File: src/rtl/irqc_pkg.sv
package irqc_pkg;
   // register byte offsets; software depends on these
   localparam int unsigned OFS_ENABLE = 32'h00;
   localparam int unsigned OFS_RAW    = 32'h04;
   localparam int unsigned OFS_STATUS = 32'h08;
   localparam int unsigned OFS_POLAR  = 32'h0C;
   localparam int unsigned OFS_KIND   = 32'h10;

   typedef enum logic [2:0] {
      SEL_NONE,
      SEL_ENABLE,
      SEL_RAW,
      SEL_STATUS,
      SEL_POLAR,
      SEL_KIND
   } reg_sel_e;
endpackage

File: src/rtl/irqc_sync.sv
module irqc_sync #(
   parameter int WIDTH  = 32,
   parameter int STAGES = 2
) (
   input  logic             clk,
   input  logic             rst_n,
   input  logic [WIDTH-1:0] d,
   output logic [WIDTH-1:0] q
);
   generate
      if (STAGES < 2) begin : g_bad_stages
         $error("irqc_sync: STAGES must be at least 2");
      end
      if (WIDTH < 1) begin : g_bad_width
         $error("irqc_sync: WIDTH must be at least 1");
      end
   endgenerate

   logic [STAGES-1:0][WIDTH-1:0] chain_q;

   always_ff @(posedge clk or negedge rst_n) begin
      if (!rst_n) chain_q <= '0;
      else        chain_q <= {chain_q[STAGES-2:0], d};
   end

   assign q = chain_q[STAGES-1];
endmodule

File: src/rtl/irqc_src_cell.sv
module irqc_src_cell (
   input  logic clk,
   input  logic rst_n,
   input  logic lvl_in,
   input  logic pol,
   input  logic kind,
   input  logic clr,
   output logic hit,
   output logic latch,
   output logic raw
);
   logic prev_q;
   logic act;
   logic prev_act;
   logic latch_q;

   always_ff @(posedge clk or negedge rst_n) begin
      if (!rst_n) prev_q <= 1'b0;
      else        prev_q <= lvl_in;
   end

   // polarity-adjusted view of current and previous sample
   assign act      = pol ? lvl_in : ~lvl_in;
   assign prev_act = pol ? prev_q : ~prev_q;
   assign hit      = act & ~prev_act;

   // edge latch: a fresh event outranks a clear in the same cycle
   always_ff @(posedge clk or negedge rst_n) begin
      if (!rst_n) latch_q <= 1'b0;
      else        latch_q <= kind & (hit | (latch_q & ~clr));
   end

   assign latch = latch_q;
   assign raw   = kind ? latch_q : act;
endmodule

File: src/rtl/irqc_regs.sv
module irqc_regs
   import irqc_pkg::*;
#(
   parameter int NUM_SRC = 32,
   parameter int ADDR_W  = 5,
   parameter int DATA_W  = 32
) (
   input  logic               clk,
   input  logic               rst_n,
   input  logic [ADDR_W-1:0]  addr,
   input  logic               wr,
   input  logic               rd,
   input  logic [DATA_W-1:0]  wdata,
   input  logic [NUM_SRC-1:0] raw,
   output logic [DATA_W-1:0]  rdata,
   output logic [NUM_SRC-1:0] ena,
   output logic [NUM_SRC-1:0] pol,
   output logic [NUM_SRC-1:0] kind,
   output logic [NUM_SRC-1:0] clr,
   output logic [NUM_SRC-1:0] sts
);
   localparam int MIN_ADDR_W = $clog2(OFS_KIND + 1);

   generate
      if (NUM_SRC > DATA_W) begin : g_bad_src
         $error("irqc_regs: NUM_SRC exceeds DATA_W");
      end
      if (ADDR_W < MIN_ADDR_W) begin : g_bad_addr
         $error("irqc_regs: ADDR_W too narrow for register map");
      end
   endgenerate

   reg_sel_e             sel;
   logic [NUM_SRC-1:0]   wbits;
   logic [NUM_SRC-1:0]   ena_q;
   logic [NUM_SRC-1:0]   pol_q;
   logic [NUM_SRC-1:0]   kind_q;
   logic [DATA_W-1:0]    rmux;
   logic [DATA_W-1:0]    rdata_q;

   always_comb begin
      sel = SEL_NONE;
      if      (addr == ADDR_W'(OFS_ENABLE)) sel = SEL_ENABLE;
      else if (addr == ADDR_W'(OFS_RAW))    sel = SEL_RAW;
      else if (addr == ADDR_W'(OFS_STATUS)) sel = SEL_STATUS;
      else if (addr == ADDR_W'(OFS_POLAR))  sel = SEL_POLAR;
      else if (addr == ADDR_W'(OFS_KIND))   sel = SEL_KIND;
   end

   assign wbits = wdata[NUM_SRC-1:0];

   always_ff @(posedge clk or negedge rst_n) begin
      if (!rst_n) begin
         ena_q  <= '0;
         pol_q  <= '0;
         kind_q <= '0;
      end else if (wr) begin
         if (sel == SEL_ENABLE) ena_q  <= wbits;
         if (sel == SEL_POLAR)  pol_q  <= wbits;
         if (sel == SEL_KIND)   kind_q <= wbits;
      end
   end

   assign clr = (wr && sel == SEL_RAW) ? wbits : '0;
   assign sts = raw & ena_q;

   always_comb begin
      unique case (sel)
         SEL_ENABLE: rmux = DATA_W'(ena_q);
         SEL_RAW:    rmux = DATA_W'(raw);
         SEL_STATUS: rmux = DATA_W'(sts);
         SEL_POLAR:  rmux = DATA_W'(pol_q);
         SEL_KIND:   rmux = DATA_W'(kind_q);
         default:    rmux = '0;
      endcase
   end

   always_ff @(posedge clk or negedge rst_n) begin
      if (!rst_n)  rdata_q <= '0;
      else if (rd) rdata_q <= rmux;
   end

   assign rdata = rdata_q;
   assign ena   = ena_q;
   assign pol   = pol_q;
   assign kind  = kind_q;
endmodule

File: src/rtl/irq_trig_ctrl.sv
module irq_trig_ctrl #(
   parameter int NUM_SRC     = 32,
   parameter int ADDR_W      = 5,
   parameter int DATA_W      = 32,
   parameter int SYNC_STAGES = 2
) (
   input  logic               clk,
   input  logic               rst_n,
   input  logic [ADDR_W-1:0]  reg_addr,
   input  logic               reg_wr,
   input  logic               reg_rd,
   input  logic [DATA_W-1:0]  reg_wdata,
   output logic [DATA_W-1:0]  reg_rdata,
   input  logic [NUM_SRC-1:0] irq_src,
   output logic               irq_out
);
   generate
      if (NUM_SRC < 1) begin : g_bad_n
         $error("irq_trig_ctrl: NUM_SRC must be at least 1");
      end
   endgenerate

   logic [NUM_SRC-1:0] sync_lvl;
   logic [NUM_SRC-1:0] ena_q;
   logic [NUM_SRC-1:0] pol_q;
   logic [NUM_SRC-1:0] kind_q;
   logic [NUM_SRC-1:0] clr_vec;
   logic [NUM_SRC-1:0] hit_vec;
   logic [NUM_SRC-1:0] latch_vec;
   logic [NUM_SRC-1:0] raw_vec;
   logic [NUM_SRC-1:0] sts_vec;
   logic               irq_q;

   irqc_sync #(.WIDTH(NUM_SRC), .STAGES(SYNC_STAGES)) sync_i (
      .clk   (clk),
      .rst_n (rst_n),
      .d     (irq_src),
      .q     (sync_lvl)
   );

   generate
      for (genvar n = 0; n < NUM_SRC; n++) begin : g_src
         irqc_src_cell cell_i (
            .clk    (clk),
            .rst_n  (rst_n),
            .lvl_in (sync_lvl[n]),
            .pol    (pol_q[n]),
            .kind   (kind_q[n]),
            .clr    (clr_vec[n]),
            .hit    (hit_vec[n]),
            .latch  (latch_vec[n]),
            .raw    (raw_vec[n])
         );
      end
   endgenerate

   irqc_regs #(.NUM_SRC(NUM_SRC), .ADDR_W(ADDR_W), .DATA_W(DATA_W)) regs_i (
      .clk   (clk),
      .rst_n (rst_n),
      .addr  (reg_addr),
      .wr    (reg_wr),
      .rd    (reg_rd),
      .wdata (reg_wdata),
      .raw   (raw_vec),
      .rdata (reg_rdata),
      .ena   (ena_q),
      .pol   (pol_q),
      .kind  (kind_q),
      .clr   (clr_vec),
      .sts   (sts_vec)
   );

   always_ff @(posedge clk or negedge rst_n) begin
      if (!rst_n) irq_q <= 1'b0;
      else        irq_q <= |sts_vec;
   end

   assign irq_out = irq_q;
endmodule

File: config.mk
export PLATFORM = sky130hd
export DESIGN_NAME = irq_trig_ctrl
export DESIGN_NICKNAME = d
export VERILOG_FILES = /design/src/rtl/irqc_pkg.sv /design/src/rtl/irqc_sync.sv /design/src/rtl/irqc_src_cell.sv /design/src/rtl/irqc_regs.sv /design/src/rtl/irq_trig_ctrl.sv
export SDC_FILE = /design/constraint.sdc
export NUM_CORES = 1
export LEC_CHECK = 0
export BUFFER_PORTS_ARGS = -buffer_cell sky130_fd_sc_hd__buf_4
export CAP_MARGIN = 20
export CORE_MARGIN = 8
export CORE_UTILIZATION = 55
export CTS_BUF_LIST = sky130_fd_sc_hd__clkbuf_4
export DETAILED_ROUTE_END_ITERATION = 8
export GPL_ROUTABILITY_DRIVEN = 0
export PLACE_DENSITY_LB_ADDON = 0.25
export SLEW_MARGIN = 0
export SYNTH_ARGS = -nofsm -noshare
export SYNTH_HDL_FRONTEND = slang
export SYNTH_SLANG_ARGS = --single-unit
export TNS_END_PERCENT = 100
File: constraint.sdc
create_clock -name clk -period 1.4 [get_ports clk]
set_input_delay 0.28 -clock clk [delete_from_list [all_inputs] [get_ports clk]]
set_output_delay 0.28 -clock clk [all_outputs]
set_load 0.01 [all_outputs]
==> summary.txt, run 1 <==
Run status
  – Status: complete, but fails checks
  – Failing checks: DRC, setup timing

Clocking
  – Root buffer cell: clkbuf_4
  – # clock sinks: 257
  – Worst skew pair latency: 0.66 ns
  – Reg clk slew, reported paths: 0.07 ns
  – Clk buf depth: 3
  – CTS Buf Count: 68
  – Max H-tree Level: 3
  – CTS tree: yes

Placed design
  – Pre-CTS WS: -0.5187 ns
  – Placed Cells: 1,447
  – Post-Place Cell Area: 13,720 sq um
  – HPWL after DPL: 20.81 mm
  – # port buffers: 105

Power
  – Leak: 7.477 nW
  – Switching share of power: 28.65%
  – Pwr Density: 1237 nW/um^2
  – Flop pwr share: 45.9%
  – Internal power: 13.67 mW
  – Gate power share: 22.4%
  – Clock power share: 31.7%
  – P_sw: 5.490 mW
  – Peak supply drop: 0.0008863 V

Finish
  – Final core utilization: 79.32%
  – Commonest cells after routing, fill and taps aside: dfrtp_1, buf_4, nand2_1
  – Commonest non-fill, non-tap cell in the layout: dfrtp_1
  – # nets final: 1,407
  – Finished Layout Cells: 1,643
  – Fillers: 1,193
  – Layout cells sized above 1: 40.48%
  – Fin area: 15,490 sq um
  – Area grow syn2layout: 40.84%

Global routing
  – Vias in the first global route: 10,110
  – Routing usage on met3: 6.800%
  – Most used routing layer: met2
  – First-pass GRT wire length: 52.32 mm
  – Met2 Use GR: 46.30%
  – M1 GR Usage: 31.90%
  – Antenna violations before repair: 2
  – All-layer global routing usage: 27.31%
  – Total gr overflow: 0
  – Largest net degree at the start of global routing: 62

STA
  – F_max: 0.5531 GHz
  – Relative slew slack: 55.39%
  – Slew Limit Fails: 0
  – Slew at the pin with the worst max-slew slack: 0.6671 ns
  – Hold_ws: 0.1732 ns
  – Tmin final: 1.808 ns
  – Setup violators final: 36
  – Clock Skew: 0.03322 ns
  – RSZ-0062 raised after global routing: yes
  – Final worst-path cycle share: 129.2%
  – Hold Violations, Final: 0
  – PnR worst setup slack: -0.4081 ns

Worst setup path
  – Max incr delay on CP: 0.40 ns
  – Worst EP arrival: 2.35 ns
  – Startpoint types: register
  – CP Data Required Time: 1.94 ns
  – Worst path buffer plus inverter count: 2
  – CP Capture Type: register
  – Maximum fanout along the worst path: 5
  – Critical Path, Cell by Cell: buf_4 -> nand3_1 -> nand4_1 -> nor4_2 -> buf_4 -> nand4_1 -> or3_1
  – Top delay family on crit path: simple AND/OR/NAND/NOR gates
  – WS Path Type: reg2reg
  – Slowest cell on crit path: dfrtp_1

Floorplanning
  – Die ar.: 24,770 sq um
  – Initial Utilization: 56.32%
  – Core area: 19,530 sq um
  – Row count: 51
  – Die X: 157.4 microns
  – Num ports: 106
  – DIE HEIGHT: 157.4 microns

Logic synthesis
  – Area of the mapped netlist: 11,000 sq um
  – Cells after synthesis: 938
  – Sequential fraction of the synthesis area: 58.48%
  – Register bit count reported by yosys: 257
  – Syn Area/Cell: 11.72 sq um
  – Count of cell types in the netlist: 40
  – Synth Net Count: 1,011
  – Number of synthesis warnings: 0

Detailed routing
  – DR iter-0 viols: 814
  – Post-DRT Antenna Nets: 0
  – DRC viols: 9
  – Drt total wl: 33.13 mm
  – Pre-antenna DRT Iters: 9
  – Routed vias: 9,450
  – Via-to-Cell Ratio: 5.752
  – Routed WL per cell: 20.16 microns

Min path
  – Min-Delay Path Class: in2reg

Flow run
  – Max Cap Violations: 0
-- synth_stat cells, drive strengths merged --
| cell | instances | area, sq um |
|---|---|---|
| nor3b | 13 | 102.6 |
| buf | 26 | 178.9 |
| dfrtp | 257 | 6431 |
| a21o | 13 | 97.59 |
| mux2 | 96 | 1081 |
| inv | 35 | 131.4 |
| nor2 | 39 | 146.4 |
| o2111ai | 3 | 26.28 |
| and3b | 1 | 8.760 |
| nor3 | 1 | 16.27 |
| nor4 | 2 | 12.51 |
| a221oi | 21 | 183.9 |
| or2 | 13 | 81.33 |
| mux2i | 13 | 130.1 |
| o22ai | 32 | 200.2 |
| and2 | 2 | 15.02 |
| a22oi | 1 | 7.510 |
| nand3 | 62 | 310.3 |
| a222oi | 32 | 320.3 |
| a21oi | 14 | 70.07 |
| nor2b | 20 | 125.1 |
| a21boi | 45 | 337.8 |
| or3 | 1 | 6.260 |
| clkbuf | 16 | 60.06 |
| o21a | 13 | 97.59 |
| nand2b | 3 | 18.77 |
| o21ai | 21 | 105.1 |
| nand2 | 109 | 416.7 |
| and3 | 1 | 6.260 |
| a2111oi | 4 | 35.03 |
| o32ai | 3 | 26.28 |
| nand4 | 7 | 43.79 |
| xor2 | 19 | 166.4 |
-- final cells by class --
type / instances / area (sq um) / area share (%)
Inverter: 35 / 131.4 / 0.8483
Timing Repair Buffer: 368 / 3282 / 21.19
Sequential cell: 257 / 6432 / 41.53
Clock buffer: 93 / 698.2 / 4.508
Clock inverter: 19 / 75.07 / 0.4847
Multi-Input combinational cell: 604 / 4532 / 29.26
Antenna cell: 2 / 5.005 / 0.03232
Tap cell: 265 / 331.6 / 2.141
-- repair_timing --
item	4_1_cts	5_1_grt
hold endpoints to repair	417	0
pin swaps	3	9
gates cloned	0	0
setup buffers	5	10
resized for setup	40	15
hold buffers	67	0
endpoints found under the setup margin	35	47
-- per-layer routing --
| metal | vias to the layer above | wire length (microns) |
|---|---|---|
| li1 | 4243 | - |
| met1 | 4678 | 12710 |
| met2 | 429 | 16650 |
| met3 | 100 | 2543 |
| met4 | 0 | 1222 |
| met5 | - | 0 |
-- power groups by stage --
stage | combinational (mW) | clock, mW | sequential, mW
floorplan | 1.65 | 0 | 9.03
global route | 4.62 | 6.60 | 8.89
detailed placement | 3.94 | 0 | 8.89
CTS | 4.16 | 6.20 | 8.77
finish | 4.30 | 6.07 | 8.80
global placement | 3.82 | 0 | 8.85
-- metrics by stage --
step	total power [mW]	TNS, ns
finish	19.16	-2.206
global route	20.10	-3.800
detailed placement	12.83	-36.95
floorplan	10.68	-8.151
global placement	12.68	-34.99
CTS	19.13	-3.466
-- state kept, by name, summed over array words and instances, names as in the netlist --
register,flops
regs_i.rdata,32
irq_out,1
g_src.cell_i.prev_q,32
g_src.cell_i.latch,32
regs_i.ena,32
sync_i.q,32
regs_i.kind,32
sync_i.chain_q,32
regs_i.pol,32
-- worst min-delay path: stages --
cell and delay [ns]:
buf_4 0.13, nand2_2 0.12, buf_4 0.12, mux2_2 0.14
-- kinds of logic after synthesis --
kind of cell | after synthesis | synth area share (%)
compound gates | 202 | 13.71
xor+xnor | 19 | 1.513
buf+inv | 77 | 3.368
flops | 257 | 58.48
mux | 109 | 11.01
simple gates | 274 | 11.91
-- worst paths after layout --
check,from,endpoint,slack [ns],cells past startpoint
worst max-delay path,regs_i.kind[6],irq_out,-0.41,7
worst min-delay path,reg_wr,regs_i.pol[25],0.17,4
worst max register to register,regs_i.kind[6],irq_out,-0.41,7
worst min register to register,sync_i.chain_q[0],sync_i.q[0],0.33,0
max in group asynchronous,rst_n,regs_i.kind[6],0.44,3
min in group asynchronous,rst_n,sync_i.chain_q[25],0.23,3
No activity file was read; power rests on OpenSTA's default activity.
==> run 2: changes to the inputs <==
--- a/config.mk
+++ b/config.mk
@@ -8,13 +8,15 @@
 export BUFFER_PORTS_ARGS = -buffer_cell sky130_fd_sc_hd__buf_4
 export CAP_MARGIN = 20
 export CORE_MARGIN = 8
-export CORE_UTILIZATION = 55
+export CORE_UTILIZATION = 56
 export CTS_BUF_LIST = sky130_fd_sc_hd__clkbuf_4
 export DETAILED_ROUTE_END_ITERATION = 8
 export GPL_ROUTABILITY_DRIVEN = 0
 export PLACE_DENSITY_LB_ADDON = 0.25
+export SKIP_LAST_GASP = 1
 export SLEW_MARGIN = 0
 export SYNTH_ARGS = -nofsm -noshare
 export SYNTH_HDL_FRONTEND = slang
+export SYNTH_HIERARCHICAL = 1
 export SYNTH_SLANG_ARGS = --single-unit
 export TNS_END_PERCENT = 100
==> summary.txt, run 2 <==
STA
  – Slew at the pin with the worst max-slew slack: 0.4255 ns (-0.2416 ns)
  – Setup violators final: 36 (unchanged)
  – Relative slew slack: 71.63% (+16 points)
  – Final worst-path cycle share: 130.4% (+1.2 points)
  – RSZ-0062 raised after global routing: yes
  – Clock Skew: 0.02420 ns (-0.009021 ns)
  – Tmin final: 1.825 ns (+0.01704 ns)
  – Setup TNS: -2.598 ns (-0.3915 ns)
  – PnR worst setup slack: -0.4252 ns (-0.01704 ns)
  – F_max: 0.5479 GHz (-0.93%)
  – Hold Violations, Final: 0 (unchanged)
  – Slew Limit Fails: 0 (unchanged)

Detailed routing
  – Drt total wl: 28.76 mm (-13%)
  – Routed WL per cell: 18.02 microns (-11%)
  – Via-to-Cell Ratio: 5.343 (-7.1%)
  – Post-DRT Antenna Nets: 0 (unchanged)
  – Pre-antenna DRT Iters: 5 (-4)
  – DRC viols: 0 (-9)
  – DR iter-0 viols: 337 (-59%)
  – Routed vias: 8,528 (-9.8%)

Global routing
  – Total gr overflow: 0 (unchanged)
  – Vias in the first global route: 9,509 (-5.9%)
  – All-layer global routing usage: 22.83% (-4.5 points)
  – First-pass GRT wire length: 47.31 mm (-9.6%)
  – Antenna violations before repair: 1 (-1)
  – Largest net degree at the start of global routing: 45 (-27%)

Clocking
  – Root buffer cell: clkbuf_4
  – # clock sinks: 257 (unchanged)
  – CTS tree: yes
  – Reg clk slew, reported paths: 0.06 ns (about the same)
  – Clk buf depth: 3 (unchanged)
  – Max H-tree Level: 3 (unchanged)
  – Worst skew pair latency: 0.66 ns (about the same)
  – CTS Buf Count: 70 (+2.9%)

Worst setup path
  – Startpoint types: register
  – WS Path Type: reg2reg
  – CP Capture Type: register
  – CP Data Required Time: 1.93 ns (about the same)
  – Maximum fanout along the worst path: 2 (-3)
  – Worst EP arrival: 2.35 ns (about the same)

Floorplanning
  – Die ar.: 25,540 sq um (+3.1%)
  – Die X: 159.8 microns (+1.5%)
  – Row count: 52 (+2.0%)
  – Initial Utilization: 57.05% (+0.73 points)
  – Core area: 20,300 sq um (+4.0%)
  – Num ports: 106 (unchanged)
  – DIE HEIGHT: 159.8 microns (+1.5%)

Placed design
  – HPWL after DPL: 18.41 mm (-12%)
  – Post-Place Cell Area: 13,790 sq um (+0.53%)
  – Pre-CTS WS: -0.5139 ns (+0.004752 ns)
  – # port buffers: 105 (unchanged)

Logic synthesis
  – Syn Area/Cell: 12.53 sq um (+6.9%)
  – Area of the mapped netlist: 11,580 sq um (+5.3%)
  – Cells after synthesis: 924 (-1.5%)
  – Number of synthesis warnings: 6 (+6)
  – Synth Net Count: 997 (-1.4%)

Finish
  – Fillers: 1,319 (+11%)
  – Fin area: 15,560 sq um (+0.48%)
  – Area grow syn2layout: 34.39%
  – Commonest cells after routing, fill and taps aside: dfrtp_1, buf_4, clkbuf_4
  – Commonest non-fill, non-tap cell in the layout: dfrtp_1
  – Layout cells sized above 1: 43.40% (+2.9 points)
  – # nets final: 1,349 (-4.1%)

Run status
  – Failing checks: setup timing
  – Status: complete, but fails checks

Flow run
  – Max Cap Violations: 0 (unchanged)

Power
  – Pwr Density: 1272 nW/um^2 (+2.8%)
  – Peak supply drop: 0.0008289 V (-6.5%)
  – Leak: 7.305 nW (-2.3%)

Min path
  – Min-Delay Path Class: in2async
[run 2: what timing repair did]
| action | CTS | global route |
|---|---|---|
| pin swaps | 8 | 7 |
| setup endpoints to repair | 36 | 36 |
| resized for setup | 44 | 3 |
| setup buffers | 4 | 3 |
| hold endpoints to repair | 385 | 0 |
| hold buffers | 65 | 0 |
[run 2: worst max-delay path, cell delays in order, from the launching register on]
cell     delay [ns]
dfrtp_1        0.40
xor2_1         0.19
o21ai_1        0.10
and2_1         0.21
nor4_4         0.29
buf_4          0.17
nand4_1        0.10
or2_1          0.25
[run 2: through the flow]
stage	std cells	hold WS [ns]	power, mW	utilization [%]
floorplan	924	-0.01559	10.84	-
global placement	1402	0.2199	12.70	67.92
detailed placement	1402	0.2164	12.88	67.92
CTS	1592	0.1144	19.95	76.50
global route	1596	0.1392	20.84	76.66
finish	1596	0.1405	19.79	76.66
[run 2: layout make-up]
cell class	count	area, sq um	share of cell area, %
antenna	1	2.502	0.01608
clock buffer	109	818.3	5.258
timing repair buffer	344	3039	19.53
inverter	33	123.9	0.7960
multi-input combinational	570	4737	30.44
sequential	257	6431	41.33
tap	270	337.8	2.171
clock inverter	12	72.57	0.4663
[run 2: path summary, 6_finish.rpt]
kind,slack [ns],endpoint,start,cells past startpoint
worst max-delay path,-0.43,irq_out,regs_i/pol[3],7
worst min-delay path,0.14,sync_i/q[23],rst_n,2
worst max register to register,-0.43,irq_out,regs_i/pol[3],7
worst min register to register,0.34,sync_i/q[26],sync_i/chain_q[26],0
max in group asynchronous,0.70,sync_i/q[29],rst_n,3
min in group clk,0.19,regs_i/rdata[23],reg_addr[0],5
[run 2: power by group]
group	switching [mW]	internal (mW)
logic	1.84	2.34
clock network	3.00	3.70
registers	0.636	8.29
[run 2: layer usage]
| layer | track usage (%) | share of wire (%) | wire length [microns] |
|---|---|---|---|
| met2 | 40.44 | 51 | 14800 |
| met1 | 26.67 | 42 | 11960 |
| met4 | 9.048 | 2.3 | 664 |
| met5 | 0 | 0 | 0 |
| met3 | 4.807 | 4.6 | 1336 |
==> run 3: changes to the inputs <==
--- a/config.mk
+++ b/config.mk
@@ -5,10 +5,11 @@
 export SDC_FILE = /design/constraint.sdc
 export NUM_CORES = 1
 export LEC_CHECK = 0
+export ABC_AREA = 1
 export BUFFER_PORTS_ARGS = -buffer_cell sky130_fd_sc_hd__buf_4
 export CAP_MARGIN = 20
 export CORE_MARGIN = 8
-export CORE_UTILIZATION = 56
+export CORE_UTILIZATION = 60
 export CTS_BUF_LIST = sky130_fd_sc_hd__clkbuf_4
 export DETAILED_ROUTE_END_ITERATION = 8
 export GPL_ROUTABILITY_DRIVEN = 0
==> constraint.sdc (replaced) <==
create_clock -name clk -period 1.79 [get_ports clk]
set_input_delay 0.358 -clock clk [delete_from_list [all_inputs] [get_ports clk]]
set_output_delay 0.358 -clock clk [all_outputs]
set_load 0.01 [all_outputs]
==> summary.txt, run 3 <==
Min path
  – Hold Crit Start: reg_wdata[8]
  – Hold depth: 3
  – Hold Path Sink: regs_i/pol[8]
  – Min-Delay Path Class: in2reg

Floorplanning
  – Die ar.: 24,660 sq um (-3.4%)
  – Core area: 19,530 sq um (-3.8%)
  – Row count: 51 (-1.9%)
  – Num ports: 106 (unchanged)
  – Die X: 157.0 microns (-1.7%)
  – DIE HEIGHT: 157.0 microns (-1.7%)
  – Initial Utilization: 61.12% (+4.1 points)

Power
  – Clock power share: 36.4% (+2.6 points)
  – Tot Pwr: 14.26 mW (-28%)
  – Switching share of power: 28.84% (+1.2 points)
  – Peak supply drop: 0.0006231 V (-25%)
  – Leak: 8.080 nW (+11%)
  – P_sw: 4.113 mW (-25%)
  – Flop pwr share: 49.3% (+4.2 points)
  – Pwr Density: 985.5 nW/um^2 (-23%)
  – Gate power share: 14.3% (-6.8 points)
  – Internal power: 10.15 mW (-29%)

Detailed routing
  – Routed vias: 10,460 (+23%)
  – Post-DRT Antenna Nets: 0 (unchanged)
  – Pre-antenna DRT Iters: 5 (unchanged)
  – DR iter-0 viols: 618 (+83%)
  – DRC viols: 0 (unchanged)
  – Drt total wl: 30.12 mm (+4.7%)
  – Routed WL per cell: 15.07 microns (-16%)
  – Via-to-Cell Ratio: 5.234 (-2.1%)

Flow run
  – Max Cap Violations: 0 (unchanged)

Global routing
  – Vias in the first global route: 10,420 (+9.6%)
  – Total gr overflow: 0 (unchanged)
  – Antenna violations before repair: 1 (unchanged)
  – Largest net degree at the start of global routing: 59 (+31%)
  – All-layer global routing usage: 25.40% (+2.6 points)
  – First-pass GRT wire length: 50.27 mm (+6.3%)

Worst setup path
  – Startpoint types: register
  – WS Path Type: reg2reg
  – CP Data Required Time: 2.33 ns (+0.40 ns)
  – R2R depth: 11 (+4)
  – CP Capture Type: register
  – Critical Path, Cell by Cell: nand2_1 -> inv_1 -> o21ai_0 -> nand2_1 -> nand2_1 -> inv_1 -> nor2_1 -> and2_1 -> nand2_1 -> nor2_1 -> nand2_1
  – Reg2Reg Capture Point: irq_out
  – Maximum fanout along the worst path: 5 (+3)
  – Slowest cell on crit path: dfrtp_1
  – Worst reg2reg setup slack: 0.17 ns (+0.59 ns)
  – Worst EP arrival: 2.16 ns (-0.19 ns)
  – Max incr delay on CP: 0.44 ns (+0.04 ns)
  – CP dominant cell by count: nand2_1
  – FF-to-FF Start: regs_i/pol[27]

Clocking
  – Max H-tree Level: 3 (unchanged)
  – Worst skew pair latency: 0.67 ns (about the same)
  – # clock sinks: 257 (unchanged)
  – Root buffer cell: clkbuf_4
  – CTS Buf Count: 69 (-1.4%)
  – Gates resized, CTS repair: 0 (-100%)
  – CTS tree: yes
  – Clk buf depth: 3 (unchanged)
  – Hold Buf Count CTS: 64 (-1.5%)
  – Setup Fix Bufs, Post-CTS: 0 (-4)
  – Reg clk slew, reported paths: 0.07 ns (about the same)

Finish
  – Finished Layout Cells: 1,999 (+25%)
  – Area occupied by multi-input gates: 4213 sq um (-11%)
  – Area grow syn2layout: 21.26%
  – Commonest non-fill, non-tap cell in the layout: nand2_1
  – Commonest cells after routing, fill and taps aside: nand2_1, dfrtp_1, inv_1
  – FF+latch area: 6431 sq um (unchanged)
  – # nets final: 1,759 (+30%)
  – Fillers: 1,494 (+13%)
  – Layout cells sized above 1: 15.00% (-28 points)

STA
  – Clock Skew: 0.02851 ns (+0.004310 ns)
  – Setup violators final: 0 (-100%)
  – F_max: 0.6169 GHz (+13%)
  – Hold Violations, Final: 0 (unchanged)
  – Final worst-path cycle share: 90.56% (-40 points)
  – Slew Limit Fails: 0 (unchanged)
  – Slew at the pin with the worst max-slew slack: 0.4081 ns (-0.01741 ns)
  – Tmin final: 1.621 ns (-0.2041 ns)
  – RSZ-0062 raised after global routing: no
  – Setup TNS: 0 ns (+2.598 ns)
  – Relative slew slack: 72.79% (+1.2 points)

Logic synthesis
  – Synth Net Count: 1,572 (+58%)
  – Syn Area/Cell: 7.962 sq um (-36%)
  – Number of synthesis warnings: 6 (unchanged)
  – Cells after synthesis: 1,499 (+62%)
  – Area of the mapped netlist: 11,940 sq um (+3.1%)

Run status
  – Status: finished clean

Placed design
  – # port buffers: 105 (unchanged)
  – Placed Cells: 1,816 (+30%)
  – HPWL after DPL: 19.30 mm (+4.8%)
==> run 3: power by group through the flow <==
stage | clock network (mW) | registers (mW) | logic, mW
detailed placement | 0 | 7.12 | 1.91
global route | 5.65 | 7.13 | 2.34
CTS | 5.33 | 7.03 | 2.03
global placement | 0 | 7.10 | 1.82
floorplan | 0 | 6.96 | 1.29
finish | 5.19 | 7.04 | 2.04
==> run 3: worst max-delay path by stage <==
stage | startpoint | end | slack, ns | depth (start not counted)
floorplan | reg_addr[1] | g_src[10].cell_i/latch | 0.35 | 7
CTS | regs_i/rdata[17] | reg_rdata[17] | 0.15 | 1
global route | regs_i/pol[12] | irq_out | 0.01 | 12
finish | regs_i/pol[27] | irq_out | 0.17 | 11
detailed placement | regs_i/pol[21] | irq_out | 0.17 | 12
global placement | reg_addr[1] | regs_i/rdata[22] | 0.23 | 10
==> run 3: final cells by class <==
type	count	area share (%)
clock buffers	101	5.239
repair buffers	207	12.59
clock inverters	17	0.8213
diodes	1	0.01729
flip-flops and latches	257	44.44
inverters	212	5.498
well taps	265	2.291
multi-input cells	939	29.11
==> run 3: metrics by stage <==
stage / utilization [%] / setup slack [ns] / instance area [sq um] / hold slack [ns]
after global placement: 66.33 / 0.2264 / 12950 / 0.2698
after floorplan: - / 0.3501 / 11940 / 0.06241
final: 74.12 / 0.1689 / 14470 / 0.06261
after global routing: 74.12 / 0.01322 / 14470 / 0.03654
after CTS: 74.11 / 0.1506 / 14470 / 0.01639
after detailed placement: 66.33 / 0.1726 / 12950 / 0.2679
==> run 3: worst max-delay path, delay by kind of cell (launching register included) <==
| kind | cells | cell delay, ns |
|---|---|---|
| AOI/OAI and AO/OA | 1 | 0.14 |
| DFF | 1 | 0.44 |
| buffers and inverters | 2 | 0.09 |
| and+or+nand+nor | 8 | 0.83 |
==> run 3: per-layer routing <==
layer	routed length, microns	vias up	global-route usage (%)	part of all wire (%)
met5	0	-	0	0
met4	656	0	10.61	2.2
met3	2332	59	5.374	7.7
met2	14700	407	41.70	49
met1	12430	4895	32.27	41
li1	-	5101	-	-
